## src/rtl/usb_ss_pkg.sv

```systemverilog
package usb_ss_pkg;
  typedef enum logic [1:0] {
    HS_ACK   = 2'd0,
    HS_NAK   = 2'd1,
    HS_STALL = 2'd2,
    HS_NONE  = 2'd3
  } hs_e;

  typedef enum logic [1:0] {
    ST_IDLE  = 2'd0,
    ST_ISSUE = 2'd1,
    ST_WAIT  = 2'd2,
    ST_HOLD  = 2'd3
  } st_e;

  localparam int B_TXRDY = 1;
  localparam int B_STALL = 2;
  localparam int B_ERR   = 4;
  localparam int B_STPKT = 6;
  localparam int B_NAKTO = 7;
endpackage

```

## src/rtl/usb_ss_retry.sv

```systemverilog
module usb_ss_retry #(
  parameter int TRIES = 3
) (
  input  logic clk,
  input  logic rst_n,
  input  logic clr,
  input  logic inc,
  output logic last
);
  localparam int CW = $clog2(TRIES + 1);

  logic [CW-1:0] cnt_q, cnt_d;

  always_comb begin
    cnt_d = cnt_q;
    if (clr)      cnt_d = '0;
    else if (inc) cnt_d = cnt_q + 1'b1;
  end

  always_ff @(posedge clk or negedge rst_n) begin
    if (!rst_n)          cnt_q <= '0;
    else if (clr || inc) cnt_q <= cnt_d;
  end

  assign last = (cnt_q == CW'(TRIES - 1));

  // the sequencer must end the stage rather than count past the cap
  assert_retry_cap_R5: assert property (@(posedge clk) disable iff (!rst_n)
    inc |-> !last);
endmodule

```

## src/rtl/usb_ss_naktmr.sv

```systemverilog
module usb_ss_naktmr #(
  parameter int LIMW = 8
) (
  input  logic            clk,
  input  logic            rst_n,
  input  logic            clr,
  input  logic            run,
  input  logic            tick,
  input  logic [LIMW-1:0] limit,
  output logic            expired
);
  logic [LIMW-1:0] cnt_q, cnt_d;
  logic            cnt_en;

  assign cnt_en = clr || (run && tick && (cnt_q != '1));

  always_comb begin
    cnt_d = cnt_q;
    if (clr) cnt_d = '0;
    else     cnt_d = cnt_q + 1'b1;
  end

  always_ff @(posedge clk or negedge rst_n) begin
    if (!rst_n)      cnt_q <= '0;
    else if (cnt_en) cnt_q <= cnt_d;
  end

  assign expired = (limit != '0) && (cnt_q >= limit);

  // a zero limit can never report expiry
  assert_zero_limit_off_R7: assert property (@(posedge clk) disable iff (!rst_n)
    (limit == '0) |-> !expired);
endmodule

```

## src/rtl/usb_ss_fsm.sv

```systemverilog
module usb_ss_fsm
  import usb_ss_pkg::*;
(
  input  logic       clk,
  input  logic       rst_n,
  input  logic       start,
  input  logic       resume,
  input  logic       abort,
  input  logic       pe_done,
  input  logic [1:0] pe_hs,
  input  logic       retry_last,
  input  logic       nak_expired,
  output logic       pe_start,
  output logic       ev_ack,
  output logic       ev_stall,
  output logic       ev_err,
  output logic       ev_nakto,
  output logic       ev_abort,
  output logic       retry_clr,
  output logic       retry_inc,
  output logic       nak_clr,
  output logic       nak_run,
  output logic       is_idle,
  output logic       in_hold
);
  st_e st_q, st_d;

  always_comb begin
    st_d      = st_q;
    pe_start  = 1'b0;
    ev_ack    = 1'b0;
    ev_stall  = 1'b0;
    ev_err    = 1'b0;
    ev_nakto  = 1'b0;
    ev_abort  = 1'b0;
    retry_clr = 1'b0;
    retry_inc = 1'b0;
    nak_clr   = 1'b0;
    nak_run   = 1'b0;
    unique case (st_q)
      ST_IDLE: begin
        if (start) begin
          st_d      = ST_ISSUE;
          retry_clr = 1'b1;
          nak_clr   = 1'b1;
        end
      end
      ST_ISSUE: begin
        pe_start = 1'b1;
        nak_run  = 1'b1;
        st_d     = ST_WAIT;
      end
      ST_WAIT: begin
        nak_run = 1'b1;
        if (pe_done) begin
          unique case (hs_e'(pe_hs))
            HS_ACK: begin
              ev_ack    = 1'b1;
              retry_clr = 1'b1;
              st_d      = ST_IDLE;
            end
            HS_STALL: begin
              ev_stall  = 1'b1;
              retry_clr = 1'b1;
              st_d      = ST_IDLE;
            end
            HS_NONE: begin
              if (retry_last) begin
                ev_err    = 1'b1;
                retry_clr = 1'b1;
                st_d      = ST_IDLE;
              end else begin
                retry_inc = 1'b1;
                st_d      = ST_ISSUE;
              end
            end
            HS_NAK: begin
              retry_clr = 1'b1;
              if (nak_expired) begin
                ev_nakto = 1'b1;
                st_d     = ST_HOLD;
              end else begin
                st_d = ST_ISSUE;
              end
            end
            default: st_d = st_q;
          endcase
        end
      end
      ST_HOLD: begin
        if (abort) begin
          ev_abort = 1'b1;
          st_d     = ST_IDLE;
        end else if (resume) begin
          retry_clr = 1'b1;
          nak_clr   = 1'b1;
          st_d      = ST_ISSUE;
        end
      end
      default: st_d = ST_IDLE;
    endcase
  end

  always_ff @(posedge clk or negedge rst_n) begin
    if (!rst_n) st_q <= ST_IDLE;
    else        st_q <= st_d;
  end

  assign is_idle = (st_q == ST_IDLE);
  assign in_hold = (st_q == ST_HOLD);

  // clearing the timeout without a pending abort re-issues next cycle
  assert_resume_issue_R8: assert property (@(posedge clk) disable iff (!rst_n)
    (in_hold && resume && !abort) |=> pe_start);

  // an abort from the parked state returns to idle with no request
  assert_abort_quiet_R9: assert property (@(posedge clk) disable iff (!rst_n)
    ev_abort |=> (is_idle && !pe_start));

  // while parked no request leaves the block
  assert_hold_no_req_R6: assert property (@(posedge clk) disable iff (!rst_n)
    (in_hold && !resume) |=> !pe_start);
endmodule

```

## src/rtl/usb_status_seq.sv

```systemverilog
module usb_status_seq
  import usb_ss_pkg::*;
#(
  parameter int LIMW  = 8,
  parameter int LENW  = 11,
  parameter int TRIES = 3
) (
  input  logic            clk,
  input  logic            rst_n,
  input  logic            reg_wr,
  input  logic [7:0]      reg_wdata,
  output logic [7:0]      csr_rd,
  input  logic            flush,
  input  logic [LIMW-1:0] nak_limit,
  input  logic            frame_tick,
  output logic            pe_start,
  output logic            pe_data1,
  output logic [LENW-1:0] pe_len,
  input  logic            pe_done,
  input  logic [1:0]      pe_hs,
  output logic            irq,
  input  logic            irq_clr
);
  // reset: asserted asynchronously, released on a clock edge
  logic rst_s1_q, rst_s2_q, rst_ns;
  always_ff @(posedge clk or negedge rst_n) begin
    if (!rst_n) begin
      rst_s1_q <= 1'b0;
      rst_s2_q <= 1'b0;
    end else begin
      rst_s1_q <= 1'b1;
      rst_s2_q <= rst_s1_q;
    end
  end
  assign rst_ns = rst_s2_q;

  logic stpkt_q, txrdy_q, stall_q, err_q, nakto_q, abort_q, irq_q;
  logic stpkt_d, txrdy_d, stall_d, err_d, nakto_d, abort_d, irq_d;
  logic is_idle, in_hold, start, nakto_wr0, resume, abort_go, ev_end;
  logic ev_ack, ev_stall, ev_err, ev_nakto, ev_abort;
  logic retry_clr, retry_inc, retry_last, nak_clr, nak_run, nak_expired;

  assign start     = reg_wr && reg_wdata[B_STPKT] && reg_wdata[B_TXRDY] && is_idle;
  assign nakto_wr0 = reg_wr && !reg_wdata[B_NAKTO] && nakto_q;
  assign resume    = nakto_wr0 && in_hold;
  assign abort_go  = nakto_wr0 && in_hold && abort_q;
  assign ev_end    = ev_ack || ev_stall || ev_err || ev_nakto;

  usb_ss_fsm u_fsm (
    .clk         (clk),
    .rst_n       (rst_ns),
    .start       (start),
    .resume      (resume),
    .abort       (abort_go),
    .pe_done     (pe_done),
    .pe_hs       (pe_hs),
    .retry_last  (retry_last),
    .nak_expired (nak_expired),
    .pe_start    (pe_start),
    .ev_ack      (ev_ack),
    .ev_stall    (ev_stall),
    .ev_err      (ev_err),
    .ev_nakto    (ev_nakto),
    .ev_abort    (ev_abort),
    .retry_clr   (retry_clr),
    .retry_inc   (retry_inc),
    .nak_clr     (nak_clr),
    .nak_run     (nak_run),
    .is_idle     (is_idle),
    .in_hold     (in_hold)
  );

  usb_ss_retry #(.TRIES(TRIES)) u_retry (
    .clk   (clk),
    .rst_n (rst_ns),
    .clr   (retry_clr),
    .inc   (retry_inc),
    .last  (retry_last)
  );

  usb_ss_naktmr #(.LIMW(LIMW)) u_nak (
    .clk     (clk),
    .rst_n   (rst_ns),
    .clr     (nak_clr),
    .run     (nak_run),
    .tick    (frame_tick),
    .limit   (nak_limit),
    .expired (nak_expired)
  );

  always_comb begin
    stpkt_d = stpkt_q;
    txrdy_d = txrdy_q;
    if (start) begin
      stpkt_d = 1'b1;
      txrdy_d = 1'b1;
    end else if (ev_ack || ev_stall || ev_err || ev_abort) begin
      stpkt_d = 1'b0;
      txrdy_d = 1'b0;
    end

    stall_d = stall_q;
    if (ev_stall)                          stall_d = 1'b1;
    else if (reg_wr && !reg_wdata[B_STALL]) stall_d = 1'b0;

    err_d = err_q;
    if (ev_err)                           err_d = 1'b1;
    else if (reg_wr && !reg_wdata[B_ERR]) err_d = 1'b0;

    nakto_d = nakto_q;
    if (ev_nakto)                           nakto_d = 1'b1;
    else if (reg_wr && !reg_wdata[B_NAKTO]) nakto_d = 1'b0;

    abort_d = abort_q;
    if (!in_hold)   abort_d = 1'b0;
    else if (flush) abort_d = 1'b1;

    irq_d = irq_q;
    if (ev_end)       irq_d = 1'b1;
    else if (irq_clr) irq_d = 1'b0;
  end

  always_ff @(posedge clk or negedge rst_ns) begin
    if (!rst_ns) begin
      stpkt_q <= 1'b0;
      txrdy_q <= 1'b0;
      stall_q <= 1'b0;
      err_q   <= 1'b0;
      nakto_q <= 1'b0;
      abort_q <= 1'b0;
      irq_q   <= 1'b0;
    end else begin
      stpkt_q <= stpkt_d;
      txrdy_q <= txrdy_d;
      stall_q <= stall_d;
      err_q   <= err_d;
      nakto_q <= nakto_d;
      abort_q <= abort_d;
      irq_q   <= irq_d;
    end
  end

  assign csr_rd   = {nakto_q, stpkt_q, 1'b0, err_q, 1'b0, stall_q, txrdy_q, 1'b0};
  assign irq      = irq_q;
  assign pe_data1 = 1'b1;
  assign pe_len   = '0;

  // an ACK leaves the start bits low and the interrupt raised
  assert_ack_done_R3: assert property (@(posedge clk) disable iff (!rst_ns)
    ev_ack |=> (!csr_rd[B_STPKT] && !csr_rd[B_TXRDY] && irq));

  // a stall handshake is visible in the register next cycle
  assert_stall_flag_R4: assert property (@(posedge clk) disable iff (!rst_ns)
    ev_stall |=> (csr_rd[B_STALL] && irq));

  // the error ending stops the stage
  assert_err_stop_R5: assert property (@(posedge clk) disable iff (!rst_ns)
    ev_err |=> (csr_rd[B_ERR] && is_idle));

  // a new timeout flag always comes with the interrupt
  assert_nakto_irq_R6: assert property (@(posedge clk) disable iff (!rst_ns)
    $rose(csr_rd[B_NAKTO]) |-> irq);

  // interrupt holds until acknowledged
  assert_irq_sticky_R10: assert property (@(posedge clk) disable iff (!rst_ns)
    ($past(irq) && !$past(irq_clr)) |-> irq);

  // a request is never issued while the register shows no stage
  assert_req_needs_start_R1: assert property (@(posedge clk) disable iff (!rst_ns)
    pe_start |-> (csr_rd[B_STPKT] && csr_rd[B_TXRDY]));
endmodule

```

## config.mk

```make
export PLATFORM = sky130hd
export DESIGN_NAME = usb_status_seq
export DESIGN_NICKNAME = d
export VERILOG_FILES = /design/src/rtl/usb_ss_pkg.sv /design/src/rtl/usb_ss_retry.sv /design/src/rtl/usb_ss_naktmr.sv /design/src/rtl/usb_ss_fsm.sv /design/src/rtl/usb_status_seq.sv
export SDC_FILE = /design/constraint.sdc
export NUM_CORES = 1
export LEC_CHECK = 0
export BUFFER_PORTS_ARGS = -buffer_cell sky130_fd_sc_hd__clkbuf_2
export CAP_MARGIN = 20
export CORE_UTILIZATION = 54
export CTS_CLUSTER_SIZE = 8
export DETAILED_ROUTE_END_ITERATION = 10
export HOLD_SLACK_MARGIN = 0.12
export PLACE_DENSITY = 0.86
export SLEW_MARGIN = 30
export SYNTH_ARGS = -nofsm -noshare
export SYNTH_HDL_FRONTEND = slang
export SYNTH_SLANG_ARGS = --single-unit
```

## constraint.sdc

```tcl
create_clock -name clk -period 2.1 [get_ports clk]
set_clock_uncertainty 0.15 [all_clocks]
set_input_delay 0.63 -clock clk [delete_from_list [all_inputs] [get_ports clk]]
set_output_delay 0.63 -clock clk [all_outputs]
set_load 0.03 [all_outputs]
```

==> reports/metrics.cfg <==
[run_status]
outcome=finished clean

[logic_synthesis]
synth_ff_type=dfrtp_1
synth_top_area_cell=dfrtp_1
yosys_warnings=0
synth_edf_count=0
synthTopCellsByArea=dfrtp_1 (35%), ha_1 (12%), buf_4 (10%)
yosysTopAreaCellShare_pct=34.8
syn_area_um2=1440
yosysSeqAreaShare_pct=34.8
async_reset_ff_share_pct=100
synth_seq_cells=20
syn_avg_cell_area_um2=9.10
synthesis.instances=158
yosysUniqueCellTypes=44

[sta]
relSlewSlack_pct=51.5
setup_slack_ns=0.0414
worst_pin_slew_ns=0.728
max_freq_mhz=486
layout_min_cycle_time_ns=2.06
setup-tns-final_ns=0
slew_violations=0
min_period_over_period_pct=98.0
setup-violations-final=0
finalHoldViolCount=0
rsz0062_at_grt=yes

[die]
initial_core_util_pct=57.5
rows=18
design.die.area_um2=2870
die_w_um=53.6
io-pin-count=47
core_area_um2=2500
die_y_um=53.6

[place]
dp_cells=213
numPortBuffers=28
place_congestion=0.792
post-dp-hpwl_um=2200
preCtsSetupSlack_ns=-0.0944
placed_cell_area_um2=1540

[layout]
final_cell_mix=clkbuf_2 (27), dfrtp_1 (20), inv_1 (16), conb_1 (16), ha_1 (13)
fill_cells=204
regArea_um2=500
final_cells=219
area_delta_synth_final_pct=11.6
drive_gt1_share_pct=23.8
final_nets=229
diodes=0
final_common_cell=clkbuf_2
multi_input_area_um2=787
final_area_um2=1600

[worst_setup_path]
critPathKind=reg -> out
cp-end-kind=output pin
cp.buffers_inverters=2
cpPeakStageDelay_ns=0.42
start_kind=flop
critical-path-slowest-cell=dfrtp_1
cp_max_fo=4
crit_arrival_ns=1.28
worstPathRequired_ns=1.32
path_cells=inv_1 > ha_2 > clkbuf_4
path_delay_family=flip-flops

[power_and_ir_drop]
p_leak_uw=0.000835
irDropWorstVdd_v=0.000634
powerDensity_nw_per_um2=1020

[worst_hold_path]
min_path_type=reg -> async

[clock_tree]
cts-root-buf=clkbuf_4
clk_pin_slew_ns=0.11
h-tree-depth=1
cts_tree=yes
numCtsBuffers=3
clock_path_buffers=2
clock_sinks=20
clk_latency_ns=0.30

[grt]
overflow=0
grt_max_degree=19
track_usage_pct=21.8
grt_pass1_vias=1111
grt_first_pass_wirelength_um=4510
grt_antenna_before_repair=0

[route]
drt_wl_total_um=2760
antenna_left=0
wl_per_cell_um=12.6
dr.pass1.iters=4
drc=0
via_count=1190
viasPerCell=5.43
drtIter0Drc=27

[run]
max-cap-violations=0

[metrics by stage]
| step | hold WS [ns] | total power, uW | utilization [%] |
|---|---|---|---|
| after global routing | 0.225 | 1780 | 64.2 |
| final | 0.154 | 1640 | 64.2 |
| after global placement | 0.168 | 1340 | 61.6 |
| after detailed placement | 0.178 | 1390 | 61.6 |
| after floorplan | 0.0766 | 1240 | - |
| after CTS | 0.190 | 1620 | 63.7 |
[worst reg2reg max path, delay by kind of cell (launching register included)]
| kind | cells | cell delay (ns) |
|---|---|---|
| simple gates | 3 | 0.76 |
| flops | 1 | 0.44 |
| fa+ha+maj | 1 | 0.30 |
| compound gates | 1 | 0.17 |
| buf+inv | 1 | 0.09 |
[worst paths after layout]
| kind | slack (ns) | to | startpoint | cells past startpoint |
|---|---|---|---|---|
| min in group clk | 0.23 | rst_ns | rst_s1_q | 0 |
| setup / recovery | 0.04 | pe_start | u_fsm.st_q[1] | 3 |
| hold / removal | 0.15 | u_retry.cnt_q[1] | rst_ns | 0 |
| max in group asynchronous | 1.19 | u_nak.cnt_q[5] | rst_ns | 0 |
| hold reg to reg | 0.15 | u_retry.cnt_q[1] | rst_ns | 0 |
| setup reg to reg | 0.12 | u_nak.cnt_q[7] | u_fsm.st_q[0] | 6 |
[where the power goes]
group / internal, uW / switching [uW] / leakage (uW)
Sequential: 495 / 119 / 0.000259
Clock: 106 / 119 / 0.0000210
Combinational: 332 / 470 / 0.000555
Total: 933 / 708 / 0.000835
[cells by family (layout without fill, tap and decap cells)]
kind of cell	after synthesis	after routing	share of synthesized area [%]
DFF	20	20	34.8
AOI/OAI and AO/OA	38	38	18.4
buffers and inverters	36	53	14.6
muxes	3	3	2.09
xor gates and xnor gates	3	3	1.83
other	2	16	0.522
adders and majority gates	14	14	12.2
and+or+nand+nor	42	42	15.6
[sequential cells by signal, summed over array words and instances, names as in the netlist]
register / cells
stall_q: 1
rst_ns: 1
err_q: 1
rst_s1_q: 1
u_retry.cnt_q: 2
nakto_q: 1
u_nak.cnt_q: 8
abort_q: 1
txrdy_q: 1
u_fsm.st_q: 2
irq: 1
[repair_timing]
| item | in CTS | in global routing |
|---|---|---|
| hold buffers | 1 | 0 |
| pin swaps | 0 | 0 |
| setup buffers | 0 | 1 |
| gates resized for setup | 2 | 1 |
| hold endpoints to repair | 2 | 0 |
| setup endpoints to repair | 1 | 3 |
[synthesized netlist by cell type, types with 3 or more instances]
cell type	count
inv_1	16
o21ai_0	8
buf_4	20
o21a_1	3
dfrtp_1	20
ha_1	14
nand3_1	4
nor2_1	11
nand2_1	9
a21oi_1	9
mux2i_1	3
[per-layer routing]
layer	global-route usage, %	up-vias	wire, um
met2	37.9	44	1350
met3	3.95	7	118
li1	-	585	-
met4	10.5	0	54
met1	25.7	554	1240
met5	0	-	0
[final cells by class]
cell class | instances | share of cell area [%]
repair buffers | 33 | 11.4
flip-flops and latches | 20 | 31.2
clock buffers | 4 | 2.26
multi-input cells | 116 | 49.1
inverters | 16 | 3.74
well taps | 30 | 2.34
Note: power is estimated with default switching activity, not from simulation.
